`config.mk`:
```
export PLATFORM = sky130hd
export DESIGN_NAME = compl_addsub
export DESIGN_NICKNAME = d
export VERILOG_FILES = /design/src/rtl/compl_addsub_pkg.sv /design/src/rtl/compl_addsub_cell.sv /design/src/rtl/compl_addsub_inc.sv /design/src/rtl/compl_addsub_ctrl.sv /design/src/rtl/compl_addsub_dp.sv /design/src/rtl/compl_addsub.sv
export SDC_FILE = /design/constraint.sdc
export NUM_CORES = 1
export LEC_CHECK = 0
export ABC_AREA = 0
export BUFFER_PORTS_ARGS = -buffer_cell sky130_fd_sc_hd__buf_4
export CORE_MARGIN = 2
export CORE_UTILIZATION = 30
export DETAILED_ROUTE_END_ITERATION = 7
export PLACE_DENSITY_LB_ADDON = 0.25
export SYNTH_ARGS = -nofsm -noshare
export SYNTH_HDL_FRONTEND = slang
export SYNTH_SLANG_ARGS = --single-unit
export TNS_END_PERCENT = 50
```
`constraint.sdc`:
```
create_clock -name vclk -period 11.69
set_input_delay 1.169 -clock vclk [all_inputs]
set_output_delay 1.169 -clock vclk [all_outputs]
set_load 0.01 [all_outputs]
```
`src/rtl/compl_addsub_pkg.sv`:
```
package compl_addsub_pkg;

  // Strobes from the control decode to the datapath.
  typedef struct packed {
    logic invertB;      // complement the second operand
    logic carrySeed;    // initial carry into bit 0
    logic wrapCarry;    // feed the top carry back into bit 0
    logic signFix;      // unsigned sign-and-magnitude correction enabled
    logic fixAddOne;    // correction adds one after the bitwise NOT
    logic carryRuleOvf; // overflow from carry pair instead of sign rule
  } addsubStrobes_t;

endpackage

```
`src/rtl/compl_addsub_cell.sv`:
```
module compl_addsub_cell (
  input  logic x,
  input  logic y,
  input  logic cin,
  output logic s,
  output logic cout
);
  logic propagate;
  logic generateBit;

  assign propagate   = x ^ y;
  assign generateBit = x & y;
  assign s           = propagate ^ cin;
  assign cout        = generateBit | (cin & propagate);
endmodule

```
`src/rtl/compl_addsub_inc.sv`:
```
module compl_addsub_inc #(
  parameter int WIDTH = 8
) (
  input  logic [WIDTH-1:0] val,
  input  logic             inc,
  output logic [WIDTH-1:0] res
);
  logic [WIDTH-1:0] chain;

  assign chain[0] = inc;

  for (genvar i = 0; i < WIDTH; i++) begin : g_bit
    assign res[i] = val[i] ^ chain[i];
    if (i < WIDTH - 1) begin : g_link
      assign chain[i+1] = val[i] & chain[i];
    end
  end
endmodule

```
`src/rtl/compl_addsub_ctrl.sv`:
```
module compl_addsub_ctrl
  import compl_addsub_pkg::*;
(
  input  logic           subtract,
  input  logic           onesMode,
  output addsubStrobes_t strobes
);
  always_comb begin
    strobes.invertB      = subtract;
    strobes.carrySeed    = subtract & ~onesMode;
    strobes.wrapCarry    = onesMode;
    strobes.signFix      = subtract;
    strobes.fixAddOne    = ~onesMode;
    strobes.carryRuleOvf = ~onesMode;
  end
endmodule

```
`src/rtl/compl_addsub_dp.sv`:
```
module compl_addsub_dp
  import compl_addsub_pkg::*;
#(
  parameter int WIDTH = 8
) (
  input  logic [WIDTH-1:0] a,
  input  logic [WIDTH-1:0] b,
  input  addsubStrobes_t   strobes,
  output logic [WIDTH-1:0] sumOut,
  output logic             carryOut,
  output logic [WIDTH-1:0] magOut,
  output logic             negOut,
  output logic             ovfOut
);
  localparam int MSB = WIDTH - 1;

  logic [WIDTH-1:0] bEff;
  logic [WIDTH-1:0] firstPass;
  logic [WIDTH-1:0] wrapped;
  logic [WIDTH-1:0] wrappedInv;
  logic [WIDTH-1:0] recomp;
  logic [WIDTH:0]   carry;
  logic             wrapInc;
  logic             signRuleOvf;
  logic             carryRuleOvf;

  assign bEff     = b ^ {WIDTH{strobes.invertB}};
  assign carry[0] = strobes.carrySeed;

  for (genvar i = 0; i < WIDTH; i++) begin : g_cell
    compl_addsub_cell uCell (
      .x   (a[i]),
      .y   (bEff[i]),
      .cin (carry[i]),
      .s   (firstPass[i]),
      .cout(carry[i+1])
    );
  end

  // End-around carry pass (one's-complement mode only).
  assign wrapInc = strobes.wrapCarry & carry[WIDTH];

  compl_addsub_inc #(.WIDTH(WIDTH)) uWrap (
    .val(firstPass),
    .inc(wrapInc),
    .res(wrapped)
  );

  // Recomplement path for a negative unsigned difference.
  assign wrappedInv = ~wrapped;

  compl_addsub_inc #(.WIDTH(WIDTH)) uFix (
    .val(wrappedInv),
    .inc(strobes.fixAddOne),
    .res(recomp)
  );

  assign carryRuleOvf = carry[WIDTH] ^ carry[MSB];
  assign signRuleOvf  = (a[MSB] == bEff[MSB]) & (wrapped[MSB] != a[MSB]);

  always_comb begin
    sumOut   = wrapped;
    carryOut = carry[WIDTH];
    negOut   = strobes.signFix & ~carry[WIDTH];
    magOut   = negOut ? recomp : wrapped;
    ovfOut   = strobes.carryRuleOvf ? carryRuleOvf : signRuleOvf;
  end
endmodule

```
`src/rtl/compl_addsub.sv`:
```
module compl_addsub
  import compl_addsub_pkg::*;
#(
  parameter int WIDTH = 8
) (
  input  logic [WIDTH-1:0] a,
  input  logic [WIDTH-1:0] b,
  input  logic             subtract,
  input  logic             onesMode,
  output logic [WIDTH-1:0] sumOut,
  output logic             carryOut,
  output logic [WIDTH-1:0] magOut,
  output logic             negOut,
  output logic             ovfOut
);
  addsubStrobes_t strobes;

  compl_addsub_ctrl uCtrl (
    .subtract(subtract),
    .onesMode(onesMode),
    .strobes (strobes)
  );

  compl_addsub_dp #(.WIDTH(WIDTH)) uDp (
    .a       (a),
    .b       (b),
    .strobes (strobes),
    .sumOut  (sumOut),
    .carryOut(carryOut),
    .magOut  (magOut),
    .negOut  (negOut),
    .ovfOut  (ovfOut)
  );
endmodule

```
==> impl_results.md, run 1 <==
* Final setup fails at 0
* Grt met1 use at 14.1%
* Row count at 16
* VDD IR max at 43.6 µV
* Die area at 0.00253 mm²
* DRT iter0 DRCs at 7
* Max Cap Violations at 0
* Least-Margin Pin Slew at 0.391 ns
* NetSw at 49.9 µW
* Hold Slack at 2.70 ns
* Dpl cell area at 941 µm²
* CP bufs+invs at 5
* Initial antenna violation count at 0
* Final Max Slew Viols at 0
* Hold-fix buffers, CTS at 0
* Mean post-synth cell area at 8.37 µm²
* Syn Inst Count at 77
* Routed WL at 1340 µm
* Register area share after synthesis at 0%
* Pleak at 0.543 nW
* Clk network pwr share at 0%
* Sw frac at 48.8%
* Routed via count at 594
* GR Overflow Total at 0
* Critical path class: primary input to output pin
* Clock buffer cells at 0
* Area growth syn-to-layout at 46.0%
* Tmin final at 7.66 ns
* Post-route cell area at 941 µm²
* Starting density of the core at 32.2%
* Vias in the first global route at 582
* Combinational share of power at 100.0%
* Antenna viol nets, final at 0
* CP Capture Type: output pin
* Period utilisation layout at 65.5%
* Worst setup SP type: primary input
* Cell family with most CP delay: adder cells
* Routed WL per cell at 9.73 µm
* Netlist cell types at 14
* Die Ht at 50.3 µm
* Fmax at 131 MHz
* Met2 usage at 20.0%
* Slew HR at 73.8%
* GR Layer Usage met3 at 0.893%
* Io pins at 37
* ANT cells at 0
* Power Internal at 52.3 µW
* Top post-synthesis cells by area: ha_1 (27%), fa_1 (25%), inv_1 (11%), xnor2_1 (8.2%), xor2_1 (8.2%)
* Core area at 0.00200 mm²
* Sequential share of power at 0%
* Final setup TNS at 0 ns
* HPWL after DPL at 1170 µm
* PortBufs at 37
* GRT Util Overall at 10.7%
* Status: finished, final reports clean
* Hold WC Path Type: primary input to output pin
* Final Net Count at 153
* Ratio of cells with drive above 1 in the final layout at 34.2%
* CP max stage delay at 0.44 ns
* Yosys top cell area share at 27.2%
* Synth warnings at 0
* Area leader, netlist: ha_1
* Final number of hold-violating endpoints at 0
* Largest net degree at the start of global routing at 18
* Residual DRC count at 0
* GR peak layer: met2
* Postcts setup bufs at 0
* CTS resizes at 0
* Top cells by count, synth: inv_1 (19), ha_1 (14), fa_1 (8)
* Sequential cell area at 0 µm²
* Die width at 50.3 µm
* Count leader, synth: inv_1
* Synthesized cell area at 644 µm²
* DR vias/cell at 4.30
* CP arrival at 6.49 ns
* Pre-antenna DRT Iters at 4
* Maximum fanout along the worst path at 17
* RSZ-0062 raised after global routing: false
* Seq_cells at 0
* Critical Path RT at 10.52 ns
* Net Count, Synth at 117
* First-pass GRT wire length at 2220 µm
* Power per cell area at 109 mW/mm²
* Placer Congestion at 0.661
* CP max-delay cell: fa_1
* Fin util at 47.0%
## worst min-delay path, cell delays in order
cell	delay (ns)
buf_4	0.11
a31o_1	0.14
buf_4	0.11
## metal layers
metal / share of wire (%) / vias up
met5: 0 / -
met4: 0 / 0
met3: 8.2 / 0
met2: 49 / 21
met1: 43 / 267
li1: - / 306
## layout make-up
cell class	instances	area, µm²
well taps	27	33.8
fillers	212	1060
multi-input cells	55	558
inverters	19	71.3
repair buffers	37	278
## power groups by stage
stage | registers (mW) | logic, mW | clock network (mW)
detailed placement | 0 | 0.103 | 0
floorplan | 0 | 0.0586 | 0
CTS | 0 | 0.104 | 0
global placement | 0 | 0.101 | 0
global route | 0 | 0.113 | 0
finish | 0 | 0.102 | 0
## per-stage QoR
step	setup slack (ns)	total power, mW	cells
after floorplan	4.24	0.0586	77
after global placement	4.06	0.101	138
after detailed placement	4.02	0.103	138
after CTS	3.98	0.104	138
after global routing	3.71	0.113	138
final	4.03	0.102	138
## logic make-up after synthesis
| group | Yosys count | share of synthesized area, % |
|---|---|---|
| AOI/OAI and AO/OA | 7 | 6.02 |
| xor gates and xnor gates | 13 | 18.8 |
| adders and majority gates | 22 | 52.0 |
| buffers and inverters | 22 | 13.4 |
| and+or+nand+nor | 13 | 9.71 |
## cell usage in the layout (no fill, tap or decap)
cell,count
a31o_1,1
buf_4,37
fa_1,8
ha_1,14
inv_1,19
nand2_1,1
nand2b_1,1
nand3_1,7
nor2_1,3
nor2b_1,1
o21ai_0,6
xnor2_1,6
xnor2_2,1
xor2_1,6
## path summary, 6_finish.rpt
kind      from   endpoint  cells after the start
max   subtract  magOut[6]                     25
min   onesMode     ovfOut                      3
(Power assumes the default switching activity.)
==> run 2: changes to the inputs <==
==> constraint.sdc (replaced) <==
create_clock -name vclk -period 7.61
set_input_delay 0.761 -clock vclk [all_inputs]
set_output_delay 0.761 -clock vclk [all_outputs]
set_load 0.01 [all_outputs]
==> run 2 against run 1 <==
Effect of this change:
- setup slack lost 3.2 ns
- via count shrank 1.5%
- critical path depth is the same
- first-iteration DRC count shrank 71%
- worst hold slack lost 0.82 ns
- utilization is the same
==> impl_results.md, run 2 (synthesized netlist as in run 1, its figures left out) <==
* Maximum fanout along the worst path at 17 (unchanged)
* Dpl cell area at 941 µm² (unchanged)
* Fin util at 47.0% (unchanged)
* Routed WL at 1300 µm (was 1340 µm)
* Pre-antenna DRT Iters at 3 (was 4)
* Commonest cells after routing, fill and taps aside: buf_4 (37), inv_1 (19), ha_1 (14) (unchanged)
* Routed via count at 585 (was 594)
* Crit path launch: subtract (unchanged)
* Final setup TNS at 0 ns (unchanged)
* Area growth syn-to-layout at 46.0% (unchanged)
* Core area at 0.00200 mm² (unchanged)
* Final Net Count at 153 (unchanged)
* Fmax at 147 MHz
* Vias in the first global route at 545 (was 582)
* Period utilisation layout at 89.4%
* Postcts setup bufs at 0 (unchanged)
* ANT cells at 0 (unchanged)
* Row count at 16 (unchanged)
* Routed WL per cell at 9.38 µm (was 9.73 µm)
* NetSw at 75.6 µW (was 49.9 µW)
* Sequential cell area at 0 µm² (unchanged)
* PortBufs at 37 (unchanged)
* HPWL after DPL at 1160 µm (was 1170 µm)
* CP arrival at 6.04 ns (was 6.49 ns)
* Slew HR at 73.8% (about the same)
* Residual DRC count at 0 (unchanged)
* VDD IR max at 64.3 µV (was 43.6 µV)
* Fillcell total at 211 (was 212)
* RSZ-0062 raised after global routing: false (unchanged)
* Largest net degree at the start of global routing at 18 (unchanged)
* Final number of hold-violating endpoints at 0 (unchanged)
* Power Internal at 80.1 µW (was 52.3 µW)
* Starting density of the core at 32.2% (unchanged)
* Io pins at 37 (unchanged)
* Die area at 0.00253 mm² (unchanged)
* Hold path startpoint: onesMode (unchanged)
* Final Max Slew Viols at 0 (unchanged)
* DR vias/cell at 4.24 (was 4.30)
* CTS resizes at 0 (unchanged)
* Pleak at 0.543 nW (unchanged)
* Seq_cells at 0 (unchanged)
* GRT Util Overall at 10.7% (about the same)
* Least-Margin Pin Slew at 0.392 ns (was 0.391 ns)
* Power per cell area at 166 mW/mm² (was 109 mW/mm²)
* Clock buffer cells at 0 (unchanged)
* Critical path class: primary input to output pin (unchanged)
* Worst setup SP type: primary input (unchanged)
* Area of the multi-input gates at 558 µm² (unchanged)
* Tmin final at 6.81 ns
* DRT iter0 DRCs at 2 (was 7)
* GR Overflow Total at 0 (unchanged)
* Max Cap Violations at 0 (unchanged)
* Sequential share of power at 0% (about the same)
* First-pass GRT wire length at 2250 µm (was 2220 µm)
* Antenna viol nets, final at 0 (unchanged)
* Critical Path RT at 6.85 ns (was 10.52 ns)
* Initial antenna violation count at 0 (unchanged)
* Hold-fix buffers, CTS at 0 (unchanged)
* Status: finished, final reports clean (unchanged)
* Post-route cell area at 941 µm² (unchanged)
* Ratio of cells with drive above 1 in the final layout at 34.2% (unchanged)
* Hold WC Path Type: primary input to output pin (unchanged)
* Die Ht at 50.3 µm (unchanged)
* Commonest non-fill, non-tap cell in the layout: buf_4 (unchanged)
* Placer Congestion at 0.650 (was 0.661)
* Clk network pwr share at 0% (about the same)
* Combinational share of power at 100.0% (about the same)
* CP Capture Type: output pin (unchanged)
* Final setup fails at 0 (unchanged)
* Die width at 50.3 µm (unchanged)
* Sw frac at 48.5% (was 48.8%)
[run 2: cell counts in the layout (fill, tap and decap cells not counted)]
Identical to the previous run, type by type.
[run 2: critical path, stage by stage]
cell     delay (ns)
buf_4          0.18
xnor2_1        0.23
fa_1           0.20
inv_1          0.05
fa_1           0.38
fa_1           0.41
fa_1           0.41
fa_1           0.37
inv_1          0.08
fa_1           0.18
fa_1           0.23
fa_1           0.44
nor2b_1        0.09
ha_1           0.19
ha_1           0.18
ha_1           0.18
ha_1           0.17
ha_1           0.18
ha_1           0.18
ha_1           0.30
inv_1          0.06
ha_1           0.29
nand3_1        0.08
o21ai_0        0.09
buf_4          0.15
[run 2: through the flow]
stage               hold slack (ns)  worst slack [ns]  cells  power (mW)
finish                         1.88             0.804    138       0.156
global placement               1.88             0.813    138       0.156
CTS                            1.89             0.762    138       0.159
global route                   1.90             0.529    138       0.175
detailed placement             1.89             0.774    138       0.158
floorplan                      1.69             0.979     77      0.0901
[run 2: path summary, 6_finish.rpt]
check                   end  slack (ns)  cells after the start
setup / recovery  magOut[6]        0.80                     25
hold / removal       ovfOut        1.88                      3
[run 2: power groups by stage]
stage          clock network [mW]  logic [mW]  registers [mW]
2_1_floorplan                   0      0.0901               0
3_3_place_gp                    0       0.156               0
3_5_place_dp                    0       0.158               0
4_1_cts                         0       0.159               0
5_1_grt                         0       0.175               0
6_report                        0       0.156               0
[run 2: layout make-up]
cell class	instances	share of cell area [%]
multi-input cells	55	59.3
inverters	19	7.58
well taps	27	3.59
repair buffers	37	29.5
[run 2: layer usage]
| metal | share of wire [%] | track usage, % |
|---|---|---|
| met1 | 45 | 15.1 |
| met4 | 0 | 0 |
| met5 | 0 | 0 |
| met2 | 48 | 18.9 |
| met3 | 7.3 | 0.893 |
